$ cat config.mk
export PLATFORM = sky130hd
export DESIGN_NAME = errstat_regs
export DESIGN_NICKNAME = d
export VERILOG_FILES = /design/src/rtl/errstat_pkg.sv /design/src/rtl/errstat_sticky.sv /design/src/rtl/errstat_mask.sv /design/src/rtl/errstat_readmux.sv /design/src/rtl/errstat_regs.sv
export SDC_FILE = /design/constraint.sdc
export NUM_CORES = 1
export LEC_CHECK = 0
export ABC_CLOCK_PERIOD_IN_PS = 1000
export BUFFER_PORTS_ARGS = -buffer_cell sky130_fd_sc_hd__buf_2
export CAP_MARGIN = 20
export CORE_AREA = 10 10 47 49
export DETAILED_ROUTE_END_ITERATION = 6
export DIE_AREA = 0 0 57 59
export HOLD_SLACK_MARGIN = 0.05
export PLACE_DENSITY_LB_ADDON = 0.15
export SYNTH_ARGS = -nofsm -noshare
export SYNTH_HDL_FRONTEND = slang
export SYNTH_SLANG_ARGS = --single-unit
$ cat constraint.sdc
create_clock -name clk -period 1 [get_ports clk]
set_input_delay 0.2 -clock clk [delete_from_list [all_inputs] [get_ports clk]]
set_output_delay 0.2 -clock clk [all_outputs]
set_load 0.01 [all_outputs]
$ cat src/rtl/errstat_pkg.sv
package errstat_pkg;
  localparam int DATA_W     = 8;
  localparam int OVF_N      = 2;
  localparam int CLKERR_POS = 3;
  localparam int ADDR_W     = 4;

  // Bit map of the implemented status/mask positions.
  function automatic logic [31:0] impl_bits(input int n_ovf, input int clk_pos);
    logic [31:0] v;
    v = '0;
    for (int i = 0; i < n_ovf; i++) v[i] = 1'b1;
    v[clk_pos] = 1'b1;
    return v;
  endfunction
endpackage

$ cat src/rtl/errstat_sticky.sv
module errstat_sticky (
  input  logic clk,
  input  logic rst_n,
  input  logic set_i,
  input  logic clr_i,
  output logic q_o
);
  always_ff @(posedge clk) begin
    if (!rst_n) q_o <= 1'b0;
    else        q_o <= set_i | (q_o & ~clr_i);
  end

  p_set_r2: assert property (@(posedge clk) disable iff (!rst_n)
    set_i |=> q_o) else $error("sticky bit not set");
  p_hold_r2: assert property (@(posedge clk) disable iff (!rst_n)
    (q_o && !clr_i) |=> q_o) else $error("sticky bit lost");
  p_clear_r3: assert property (@(posedge clk) disable iff (!rst_n)
    (clr_i && !set_i) |=> !q_o) else $error("sticky bit not cleared");
  p_coincident_r7: assert property (@(posedge clk) disable iff (!rst_n)
    (clr_i && set_i) |=> q_o) else $error("coincident event dropped");
endmodule

$ cat src/rtl/errstat_mask.sv
module errstat_mask #(
  parameter int                DATA_W = 8,
  parameter logic [DATA_W-1:0] IMPL   = 8'h0B
) (
  input  logic              clk,
  input  logic              rst_n,
  input  logic              wr_i,
  input  logic [DATA_W-1:0] wdata_i,
  output logic [DATA_W-1:0] mask_o
);
  always_ff @(posedge clk) begin
    if (!rst_n)    mask_o <= '0;
    else if (wr_i) mask_o <= wdata_i & IMPL;
  end

  p_hold_r8: assert property (@(posedge clk) disable iff (!rst_n)
    !wr_i |=> $stable(mask_o)) else $error("mask changed without write");
  p_reset_r9: assert property (@(posedge clk)
    !rst_n |=> (mask_o == '0)) else $error("mask not reset");
endmodule

$ cat src/rtl/errstat_readmux.sv
module errstat_readmux #(
  parameter int                DATA_W      = 8,
  parameter int                ADDR_W      = 4,
  parameter logic [ADDR_W-1:0] STATUS_ADDR = 4'h0,
  parameter logic [ADDR_W-1:0] MASK_ADDR   = 4'h1
) (
  input  logic              clk,
  input  logic              rst_n,
  input  logic              rd_i,
  input  logic [ADDR_W-1:0] addr_i,
  input  logic [DATA_W-1:0] raw_i,
  input  logic [DATA_W-1:0] mask_i,
  output logic              clr_o,
  output logic [DATA_W-1:0] rdata_o
);
  logic [DATA_W-1:0] sel;

  always_comb begin
    sel = '0;
    if (addr_i == STATUS_ADDR)    sel = raw_i & mask_i;
    else if (addr_i == MASK_ADDR) sel = mask_i;
  end

  assign clr_o = rd_i && (addr_i == STATUS_ADDR);

  always_ff @(posedge clk) begin
    if (!rst_n)    rdata_o <= '0;
    else if (rd_i) rdata_o <= sel;
  end

  p_masked_zero_r5: assert property (@(posedge clk) disable iff (!rst_n)
    (rd_i && addr_i == STATUS_ADDR) |=> ((rdata_o & ~$past(mask_i)) == '0))
    else $error("masked status bit visible");
  p_unmapped_r10: assert property (@(posedge clk) disable iff (!rst_n)
    (rd_i && addr_i != STATUS_ADDR && addr_i != MASK_ADDR) |=> (rdata_o == '0))
    else $error("unmapped read nonzero");
  p_hold_r3: assert property (@(posedge clk) disable iff (!rst_n)
    !rd_i |=> $stable(rdata_o)) else $error("read data changed without read");
endmodule

$ cat src/rtl/errstat_regs.sv
module errstat_regs
  import errstat_pkg::*;
#(
  parameter int                DATA_W_P    = DATA_W,
  parameter int                OVF_N_P     = OVF_N,
  parameter int                CLK_POS_P   = CLKERR_POS,
  parameter int                ADDR_W_P    = ADDR_W,
  parameter logic [ADDR_W_P-1:0] STATUS_ADDR = 4'h0,
  parameter logic [ADDR_W_P-1:0] MASK_ADDR   = 4'h1
) (
  input  logic                clk,
  input  logic                rst_n,
  input  logic [OVF_N_P-1:0]  ovf_evt,
  input  logic                clk_err_lvl,
  input  logic [ADDR_W_P-1:0] bus_addr,
  input  logic                bus_wr,
  input  logic [DATA_W_P-1:0] bus_wdata,
  input  logic                bus_rd,
  output logic [DATA_W_P-1:0] bus_rdata
);
  localparam logic [31:0]         IMPL_W = impl_bits(OVF_N_P, CLK_POS_P);
  localparam logic [DATA_W_P-1:0] IMPL   = IMPL_W[DATA_W_P-1:0];

  logic [OVF_N_P-1:0]  sticky;
  logic [DATA_W_P-1:0] raw;
  logic [DATA_W_P-1:0] mask;
  logic                stat_clr;
  logic                mask_wr;

  for (genvar g = 0; g < OVF_N_P; g++) begin : g_ovf
    errstat_sticky u_sticky (
      .clk   (clk),
      .rst_n (rst_n),
      .set_i (ovf_evt[g]),
      .clr_i (stat_clr),
      .q_o   (sticky[g])
    );
  end

  always_comb begin
    raw                  = '0;
    raw[OVF_N_P-1:0]     = sticky;
    raw[CLK_POS_P]       = clk_err_lvl;
  end

  assign mask_wr = bus_wr && (bus_addr == MASK_ADDR);

  errstat_mask #(.DATA_W(DATA_W_P), .IMPL(IMPL)) u_mask (
    .clk     (clk),
    .rst_n   (rst_n),
    .wr_i    (mask_wr),
    .wdata_i (bus_wdata),
    .mask_o  (mask)
  );

  errstat_readmux #(
    .DATA_W(DATA_W_P), .ADDR_W(ADDR_W_P),
    .STATUS_ADDR(STATUS_ADDR), .MASK_ADDR(MASK_ADDR)
  ) u_rd (
    .clk     (clk),
    .rst_n   (rst_n),
    .rd_i    (bus_rd),
    .addr_i  (bus_addr),
    .raw_i   (raw),
    .mask_i  (mask),
    .clr_o   (stat_clr),
    .rdata_o (bus_rdata)
  );

  p_level_hi_r4: assert property (@(posedge clk) disable iff (!rst_n)
    (bus_rd && bus_addr == STATUS_ADDR && mask[CLK_POS_P] && clk_err_lvl)
      |=> bus_rdata[CLK_POS_P]) else $error("clock error not shown");
  p_level_lo_r4: assert property (@(posedge clk) disable iff (!rst_n)
    (bus_rd && bus_addr == STATUS_ADDR && !clk_err_lvl)
      |=> !bus_rdata[CLK_POS_P]) else $error("clock error latched");
  p_reserved_r1: assert property (@(posedge clk) disable iff (!rst_n)
    (bus_rd && bus_addr == STATUS_ADDR) |=> ((bus_rdata & ~IMPL) == '0))
    else $error("reserved status bit set");
endmodule

==> results of run 1 <==
routing by layer:
metal,track usage,vias to the layer above,wire length (um)
li1,-,181,-
met1,0.05776,145,391
met2,0.08992,14,418
met3,0.03433,2,92
met4,0.05034,0,8
met5,0,-,0
cell type report:
class                           count  area (sq um)  share of cell area
Timing Repair Buffer               19         102.6              0.2035
Multi-Input combinational cell     34         198.9              0.3945
Tap cell                           16         20.02             0.03970
Sequential cell                     8         160.2              0.3176
Clock buffer                        3         22.52             0.04466
metrics by stage:
stage                     TNS, ps  hold WS (ps)  area [sq um]    util  power [mW]
after floorplan                 0         342.1         401.6       -      0.3852
after global placement     -55.79         437.3         481.7  0.3438      0.4175
after detailed placement   -65.18         439.2         481.7  0.3438      0.4180
after CTS                       0         185.5         504.2  0.3598      0.6666
after global routing            0         200.0         504.2  0.3598      0.6832
final                           0         192.8         504.2  0.3598      0.6537
cells by family after synthesis:
| logic type | Yosys count | synth area share |
|---|---|---|
| simple gates | 16 | 0.2589 |
| compound gates | 10 | 0.1294 |
| flops | 8 | 0.4142 |
| buf+inv | 6 | 0.1100 |
| mux | 3 | 0.07767 |
| other cells | 1 | 0.009699 |
worst reg2reg max path, cell delays in order, from the launching register on:
cell and delay (ps):
dfxtp_1 300, o21ai_0 180, o21ai_1 70
power by group through the flow:
stage | Clock, mW | Combinational [mW] | Sequential (mW)
6_report | 0.242 | 0.0816 | 0.330
5_1_grt | 0.261 | 0.0920 | 0.330
4_1_cts | 0.255 | 0.0816 | 0.330
3_5_place_dp | 0 | 0.0813 | 0.337
3_3_place_gp | 0 | 0.0807 | 0.337
2_1_floorplan | 0 | 0.0496 | 0.336
synth_stat cells:
cell type	number
nor2_1	2
o21ai_1	3
buf_2	1
mux2i_1	3
nor4_4	1
o21ai_0	5
buf_4	5
dfxtp_1	8
nor2b_1	1
nand2_1	11
nor4b_4	1
conb_1	1
a21oi_1	2
flip-flops by register name, summed over array words and instances (netlist names):
name / flops
g_ovf.u_sticky.q_o: 2
u_mask.mask_o: 3
u_rd.rdata_o: 3
final timing paths:
path                         startpoint                to  depth (start not counted)
hold / removal             bus_wdata[0]  u_mask.mask_o[0]                          3
setup / recovery        u_rd.rdata_o[0]      bus_rdata[0]                          1
hold reg to reg         u_rd.rdata_o[3]   u_rd.rdata_o[3]                          2
setup reg to reg  g_ovf[1].u_sticky.q_o   u_rd.rdata_o[1]                          2
==> flow_metrics.tcl, run 1 <==
set metrics [dict create \
    critical_path.top_delay_family "flip-flops" \
    post-cts-setup-buffers 0 \
    synth_seq_cells 8 \
    p_comb_frac 0.125 \
    start_util 0.2759 \
    p_int_uw 500.6 \
    fmax_mhz 1111 \
    grt_setup_unrepaired "false" \
    die_w_um 57 \
    yosysUniqueCellTypes 13 \
    critPathSlowestCell "dfxtp_1" \
    final-setup-viol-count 0 \
    cts_buffers 3 \
    drtPass1Iterations 4 \
    rows 14 \
    htree_levels 1 \
    synthTopCellsByArea "dfxtp_1, nand2_1, buf_4" \
    syn_area_per_cell_sq_um 8.787 \
    sw_frac_of_total 0.2341 \
    period_needed_ps 900.0 \
    die_y_um 59 \
    startpoint_type "flop" \
    via_per_inst 4.275 \
    crit_type "flop to primary output" \
    seq_power_share 0.504 \
    route.detailed.drc 0 \
    grt_pass1_wl_um 1559 \
    critPathArrivalTime_ps 700 \
    crit_buf_inv 1 \
    cts_max_path_buffers 2 \
    fill_cells 159 \
    cts_tree "yes" \
    io_buffers 16 \
    insertion_delay_ps 250 \
    period_share 0.9000 \
    ios 27 \
    grt_usage 0.05949 \
    overflow 0 \
    power_switching_uw 153.1 \
    wl_um 910 \
    nNetsFinal 85 \
    cts_hold_buf 0 \
    finClkSkew_ps 2.185 \
    setup_ws_ps 100.0 \
    drive_gt1_frac 0.3750 \
    end_kind "primary output" \
    antenna_found_initial 0 \
    place_inst 77 \
    reg2reg_slack_ps 340 \
    clk_pin_slew_worst_paths_ps 50 \
    wl_per_cell_um 11.38 \
    core_area_sq_mm 0.001401 \
    final_cell_mix "buf_2, nand2_1, dfxtp_1" \
    synth_largest_area_cell "dfxtp_1" \
    cts_sinks 8 \
    drv_cap 0 \
    layout_commonest_cell "buf_2" \
    synth_area_sq_um 386.6 \
    fin_cells 80 \
    yosys.area.top_type_share 0.4142 \
    postSynthCellCount 44 \
    status "complete, no violations" \
    yosysWarnings 0 \
    p_leak_nw 0.2228 \
    area_growth_pct 30.42 \
    crit_path_max_fanout 2 \
    hold_viol 0 \
    max-vdd-ir-drop_mv 0.5797 \
    dieArea_sq_mm 0.003363 \
    place.gp.congestion 0.6797 \
    place_ws_ps -24.66 \
    crit_required_ps 800 \
    clkPwrFrac 0.371 \
    diodes 0 \
    num_vias 342 \
    cts_resized 0 \
    place_hpwl_um 787.9 \
    cts_root_buffer "clkbuf_4" \
    grt_pass1_vias 385 \
    grt_max_degree 7 \
    hold_path.class "input port to flop" \
    max_stage_delay_ps 320 \
    power.density_mw_per_mm2 1296 \
    cp_cell_sequence "buf_2" \
    drt_iter0_drc 6 \
    ant_nets 0 \
    slew_violations 0 \
    yosysSeqAreaShare 0.4142 \
]
Note: power is estimated with default switching activity, not from simulation.
==> run 2, diff against run 1 <==
CORE_AREA = unset   (was 10 10 47 49)
CORE_MARGIN = 10   (was unset)
CORE_UTILIZATION = 40   (was unset)
DIE_AREA = unset   (was 0 0 57 59)
SYNTH_HIERARCHICAL = 1   (was unset)
==> run 2 against run 1 <==
Against the previous run:
- register-to-register slack worse by 160 ps
- routed wire length up 45%
- the flow now finishes with violations (negative setup slack)
- combinational power up 56%
- area after synthesis up 55%
- flip-flop and latch count up 5
- via count up 42%
==> flow_metrics.tcl, run 2 <==
set metrics [dict create \
    status "finished with violations" \
    postSynthCellCount 55 \
    drt_iter0_drc 3 \
    synth_seq_cells 13 \
    route.detailed.drc 0 \
    crit_buf_inv 1 \
    period_needed_ps 1056 \
    nNetsFinal 107 \
    grt_pass1_wl_um 2256 \
    period_share 1.056 \
    tightest_slew_ps 634.5 \
    crit_path_max_fanout 2 \
    drv_cap 0 \
    yosys_most_used_dff "dfxtp_1" \
    synth_edf_count 0 \
    via_per_inst 4.765 \
    grt_pass1_vias 510 \
    synthTopCellsByArea "dfxtp_1, o2bb2ai_1, o211ai_1" \
    start_util 0.4449 \
    clkPwrFrac 0.320 \
    p_int_uw 751.6 \
    final-setup-viol-count 3 \
    cts_root_buffer "clkbuf_4" \
    final_cell_mix "buf_2, dfxtp_1, conb_1" \
    r2r-start "g_ovf[0].u_sticky/q_o" \
    die_y_um 58.75 \
    die_w_um 58.75 \
    async_flop_share 0 \
    max-vdd-ir-drop_mv 0.6866 \
    place.gp.congestion 0.7344 \
    htree_levels 1 \
    core_area_sq_mm 0.001350 \
    rows 13 \
    grt_max_degree 14 \
    antenna_found_initial 0 \
    syn_area_per_cell_sq_um 10.92 \
    cts_buffers 3 \
    maxSlewHeadroom 0.5762 \
    hold_path.class "input port to flop" \
    yosysUniqueCellTypes 17 \
    timing.rr.end "u_rd/rdata_o[0]" \
    ios 27 \
    power_switching_uw 216.8 \
    area_growth_pct 35.00 \
    yosysWarnings 6 \
    regMostFlops "u_rd/rdata_o" \
    layout_commonest_cell "buf_2" \
    end_kind "flop" \
    drtPass1Iterations 4 \
    num_vias 486 \
    seq_power_share 0.549 \
    cts_max_path_buffers 2 \
    insertion_delay_ps 270 \
    finClkSkew_ps 0.6579 \
    grt_setup_unrepaired "true" \
    holdWs_ps 137.5 \
    synth_common_cells "dfxtp_1, o211ai_1, o2bb2ai_1, buf_4, nor2b_1" \
    setup-tns-final_ps -134.1 \
    yosysMostFrequentCell "dfxtp_1" \
    largest_reg_flops 8 \
    sw_frac_of_total 0.2239 \
    slew_violations 0 \
    grt_usage 0.08090 \
    synth_area_sq_um 600.6 \
    path_depth 5 \
    reg2reg_slack_ps 180 \
    place_hpwl_um 1036 \
    dieArea_sq_mm 0.003452 \
    p_comb_frac 0.131 \
    cts_tree "yes" \
    wl_um 1322 \
    cts_sinks 13 \
    critical_path.top_delay_family "simple AND/OR/NAND/NOR gates" \
    p_leak_nw 0.3475 \
    yosys.area.top_type_share 0.4333 \
    clk_pin_slew_worst_paths_ps 70 \
    fmax_mhz 946.9 \
    setup_ws_ps -56.11 \
    max_stage_delay_ps 550 \
    overflow 0 \
    reg_top3 "u_rd/rdata_o: 8 flops, u_mask/mask_o: 3 flops, g_ovf.u_sticky/q_o: 2 flops" \
    crit_type "input port to flop" \
    rr_worst_depth 2 \
    io_buffers 21 \
    drive_gt1_frac 0.4483 \
    critPathCapture "g_ovf[0].u_sticky/q_o" \
    startpoint_type "input port" \
    crit_start "bus_addr[1]" \
    power.density_mw_per_mm2 1194 \
    critPathArrivalTime_ps 1220 \
    synth_largest_area_cell "dfxtp_1" \
    cp_cell_sequence "buf_6 > or4b_4 > nor2_4 > nor2b_4 > o21a_1" \
    diodes 0 \
    final_util 0.6006 \
    yosysSeqAreaShare 0.4333 \
    cts_hold_buf 0 \
    ant_nets 0 \
    violations "negative setup slack" \
    crit_required_ps 1170 \
    hold_viol 0 \
    wl_per_cell_um 12.96 \
    critPathSlowestCell "or4b_4" \
]
[run 2: cell count changes after synthesis, moves of 3 or more]
| cell | before | now |
|---|---|---|
| dfxtp_1 | 8 | 13 |
| nand2_1 | 11 | 1 |
| nor2b_1 | 1 | 4 |
| o211ai_1 | 0 | 8 |
| o21ai_0 | 5 | 0 |
| o21ai_1 | 3 | 0 |
| o2bb2ai_1 | 0 | 7 |
[run 2: worst reg2reg max path, stage by stage, from the launching register on]
cell and delay, ps:
dfxtp_1 310, o211ai_1 180, a2bb2o_4 230
[run 2: how the worst min path moves through the flow]
| stage | from | end | slack, ps | depth (start not counted) |
|---|---|---|---|---|
| after floorplan | rst_n | g_ovf[0].u_sticky/q_o | 320 | 1 |
| after global placement | ovf_evt[1] | g_ovf[1].u_sticky/q_o | 410 | 2 |
| after detailed placement | ovf_evt[1] | g_ovf[1].u_sticky/q_o | 420 | 2 |
| after CTS | ovf_evt[0] | g_ovf[0].u_sticky/q_o | 130 | 2 |
| after global routing | ovf_evt[0] | g_ovf[0].u_sticky/q_o | 130 | 2 |
| final | ovf_evt[0] | g_ovf[0].u_sticky/q_o | 140 | 2 |
[run 2: kinds of logic after synthesis]
logic type,synth area share
muxes,0.05000
buffers and inverters,0.1000
other,0.01250
AOI/OAI and AO/OA,0.2604
and+or+nand+nor,0.1437
DFF,0.4333
[run 2: metal layers]
layer / share of wire / GRT usage / vias to the layer above
li1: - / - / 251
met1: 0.43 / 0.09587 / 216
met4: 0.0091 / 0.01967 / 0
met5: 0 / 0 / -
met2: 0.43 / 0.1156 / 17
met3: 0.13 / 0.05579 / 2
[run 2: area by class of cell]
| type | instances | area [sq um] |
|---|---|---|
| Fill cell | 130 | 539.3 |
| Multi-Input combinational cell | 41 | 326.6 |
| Sequential cell | 13 | 261.5 |
| Timing Repair Buffer | 29 | 177.7 |
| Clock buffer | 4 | 26.28 |
| Tap cell | 15 | 18.77 |
[run 2: metrics by stage]
step / cell area (sq um) / instances / power, mW / worst slack (ps)
floorplan: 648.1 / 63 / 0.6187 / -303.3
detailed placement: 770.7 / 98 / 0.6657 / -342.7
finish: 810.8 / 102 / 0.9684 / -56.11
global route: 810.8 / 102 / 1.027 / -66.58
CTS: 803.3 / 102 / 0.9865 / -49.02
global placement: 770.7 / 98 / 0.6642 / -329.5
[run 2: power by group through the flow]
stage                     registers, mW  logic, mW  clock network, mW
final                             0.532      0.127              0.310
after global routing              0.533      0.141              0.352
after CTS                         0.532      0.125              0.329
after detailed placement          0.544      0.122                  0
after global placement            0.544      0.120                  0
after floorplan                   0.544     0.0742                  0
[run 2: timing repair]
action,in CTS,in global routing
endpoints found under the setup margin,3,5
pin swaps,1,0
buffers inserted,0,0
gates resized for setup,1,2
cloned,0,0
==> run 3, diff against run 2 <==
PLACE_DENSITY = 0.71   (was unset)
PLACE_DENSITY_LB_ADDON = unset   (was 0.15)
==> run 3 against run 2 <==
Against the previous run:
- the run still ends with negative setup slack left
- largest cell class unchanged
- flip-flop and latch count stayed put
- power is 1.1% higher
- combinational power hardly changed
- highest routed layer unchanged
- first-iteration DRC count grew to 3.3 times the previous value
- clock skew is 8.8 ps higher
- clock power is 5% higher
- final area is 0.15% lower
- critical path type unchanged
==> flow_metrics.tcl, run 3 (same netlist as run 2, synthesis figures left out) <==
set metrics [dict create \
    drtPass1Iterations 4 \
    busiest_layer "met2" \
    end_kind "flop" \
    via_per_inst 4.902 \
    crit_required_ps 1180 \
    reg_top3 "u_rd/rdata_o: 8 flops, u_mask/mask_o: 3 flops, g_ovf.u_sticky/q_o: 2 flops" \
    wl_per_cell_um 13.18 \
    ios 27 \
    insertion_delay_ps 280 \
    use_met2 0.1156 \
    antenna_found_initial 0 \
    grt_pass1_wl_um 2208 \
    grt_max_degree 14 \
    largest_reg_flops 8 \
    power.density_mw_per_mm2 1210 \
    drv_cap 0 \
    io_buffers 21 \
    grt_pass1_vias 498 \
    place_ws_ps -348.9 \
    rows 13 \
    grt_usage 0.08236 \
    num_vias 500 \
    hold_path_depth 2 \
    cts_root_buffer "clkbuf_4" \
    clkPwrFrac 0.330 \
    drive_gt1_frac 0.4943 \
    startpoint_type "input port" \
    critPathArrivalTime_ps 1230 \
    p_total_uw 979.3 \
    route.detailed.drc 0 \
    clk_pin_slew_worst_paths_ps 70 \
    period_needed_ps 1058 \
    final_cell_mix "buf_2, conb_1, dfxtp_1" \
    met3_usage 0.04936 \
    diodes 0 \
    place_hpwl_um 1084 \
    max-vdd-ir-drop_mv 0.6510 \
    seq_power_share 0.543 \
    violations "negative setup slack" \
    crit_path_max_fanout 2 \
    ant_nets 0 \
    die_y_um 58.75 \
    finClkSkew_ps 9.481 \
    drt_iter0_drc 10 \
    p_int_uw 743.8 \
    die_w_um 58.75 \
    tightest_slew_ps 590.8 \
    p_leak_nw 0.3496 \
    cts_buffers 3 \
    cts_max_path_buffers 2 \
    area_growth_pct 34.79 \
    maxSlewHeadroom 0.6053 \
    slew_violations 0 \
    cts_tree "yes" \
    timing.hold.worst_endpoint "g_ovf[1].u_sticky/q_o" \
    cts_sinks 13 \
    layout_commonest_cell "buf_2" \
    nNetsFinal 107 \
    wl_um 1344 \
    htree_levels 1 \
    core_area_sq_mm 0.001350 \
    worstHoldStart "ovf_evt[1]" \
    setup_ws_ps -57.63 \
    regMostFlops "u_rd/rdata_o" \
    sw_frac_of_total 0.2405 \
    hold_path.class "input port to flop" \
    crit_type "input port to flop" \
    final-setup-viol-count 3 \
    period_share 1.058 \
    p_comb_frac 0.126 \
    fmax_mhz 945.5 \
    reg2reg_slack_ps 180 \
    timing.rr.end "u_rd/rdata_o[0]" \
    rr_worst_depth 2 \
    overflow 0 \
    status "finished with violations" \
    met1_usage 0.08913 \
    power_switching_uw 235.5 \
    start_util 0.4449 \
    place.gp.congestion 0.7496 \
    r2r-start "g_ovf[0].u_sticky/q_o" \
    dieArea_sq_mm 0.003452 \
    grt_setup_unrepaired "true" \
    post-cts-setup-buffers 0 \
    hold_viol 0 \
]
## run 3: changes by cell type in the layout (fill, tap and decap cells not counted), sizes merged
cell,delta
clkbuf,-1
clkinv,+1
## run 3: area by class of cell
class	instances	area (sq um)
clock buffer	3	22.52
clock inverter	1	5.005
multi-input combinational	41	326.6
tap	15	18.77
timing repair buffer	29	171.4
sequential	13	265.3
fill	128	540.5
## run 3: routing by layer
layer / vias to the layer above / part of all wire
met4: 0 / 0.028
met5: - / 0
met1: 220 / 0.44
met3: 5 / 0.13
met2: 22 / 0.40
li1: 253 / -
## run 3: worst max-delay path by stage
stage / start / end / slack, ps / depth (start not counted)
5_1_grt: bus_addr[1] / g_ovf[1].u_sticky/q_o / -50 / 5
3_5_place_dp: bus_addr[1] / g_ovf[1].u_sticky/q_o / -350 / 5
4_1_cts: bus_addr[1] / g_ovf[1].u_sticky/q_o / -50 / 5
6_report: bus_addr[1] / g_ovf[1].u_sticky/q_o / -60 / 5
2_1_floorplan: bus_addr[1] / g_ovf[0].u_sticky/q_o / -300 / 5
3_3_place_gp: bus_addr[1] / g_ovf[1].u_sticky/q_o / -330 / 5
## run 3: stage by stage
stage          hold WS, ps  cell area, sq um  instances  setup TNS (ps)  utilization
2_1_floorplan        317.5             648.1         63          -815.3            -
3_3_place_gp         415.7             770.7         98           -2819       0.5709
3_5_place_dp         418.9             770.7         98           -2974       0.5709
4_1_cts              114.9             805.8        102          -88.78       0.5968
5_1_grt              110.7             809.5        102          -102.2       0.5996
6_report             119.9             809.5        102          -107.4       0.5996
## run 3: what timing repair did
action,4_1_cts,5_1_grt
hold endpoints to repair,0,0
gates resized for setup,2,3
setup endpoints to repair,4,5
pin swaps,1,0
hold buffers,0,0
## run 3: worst max-delay path, cell delays in order
cell and delay (ps):
buf_6 90, or4b_4 550, nor2_4 170, nor2b_4 50
o21a_1 170
## run 3: power by group through the flow
stage / clock network, mW / registers [mW] / logic (mW)
2_1_floorplan: 0 / 0.544 / 0.0742
3_3_place_gp: 0 / 0.544 / 0.120
5_1_grt: 0.360 / 0.533 / 0.138
6_report: 0.324 / 0.532 / 0.124
3_5_place_dp: 0 / 0.544 / 0.121
4_1_cts: 0.339 / 0.532 / 0.124
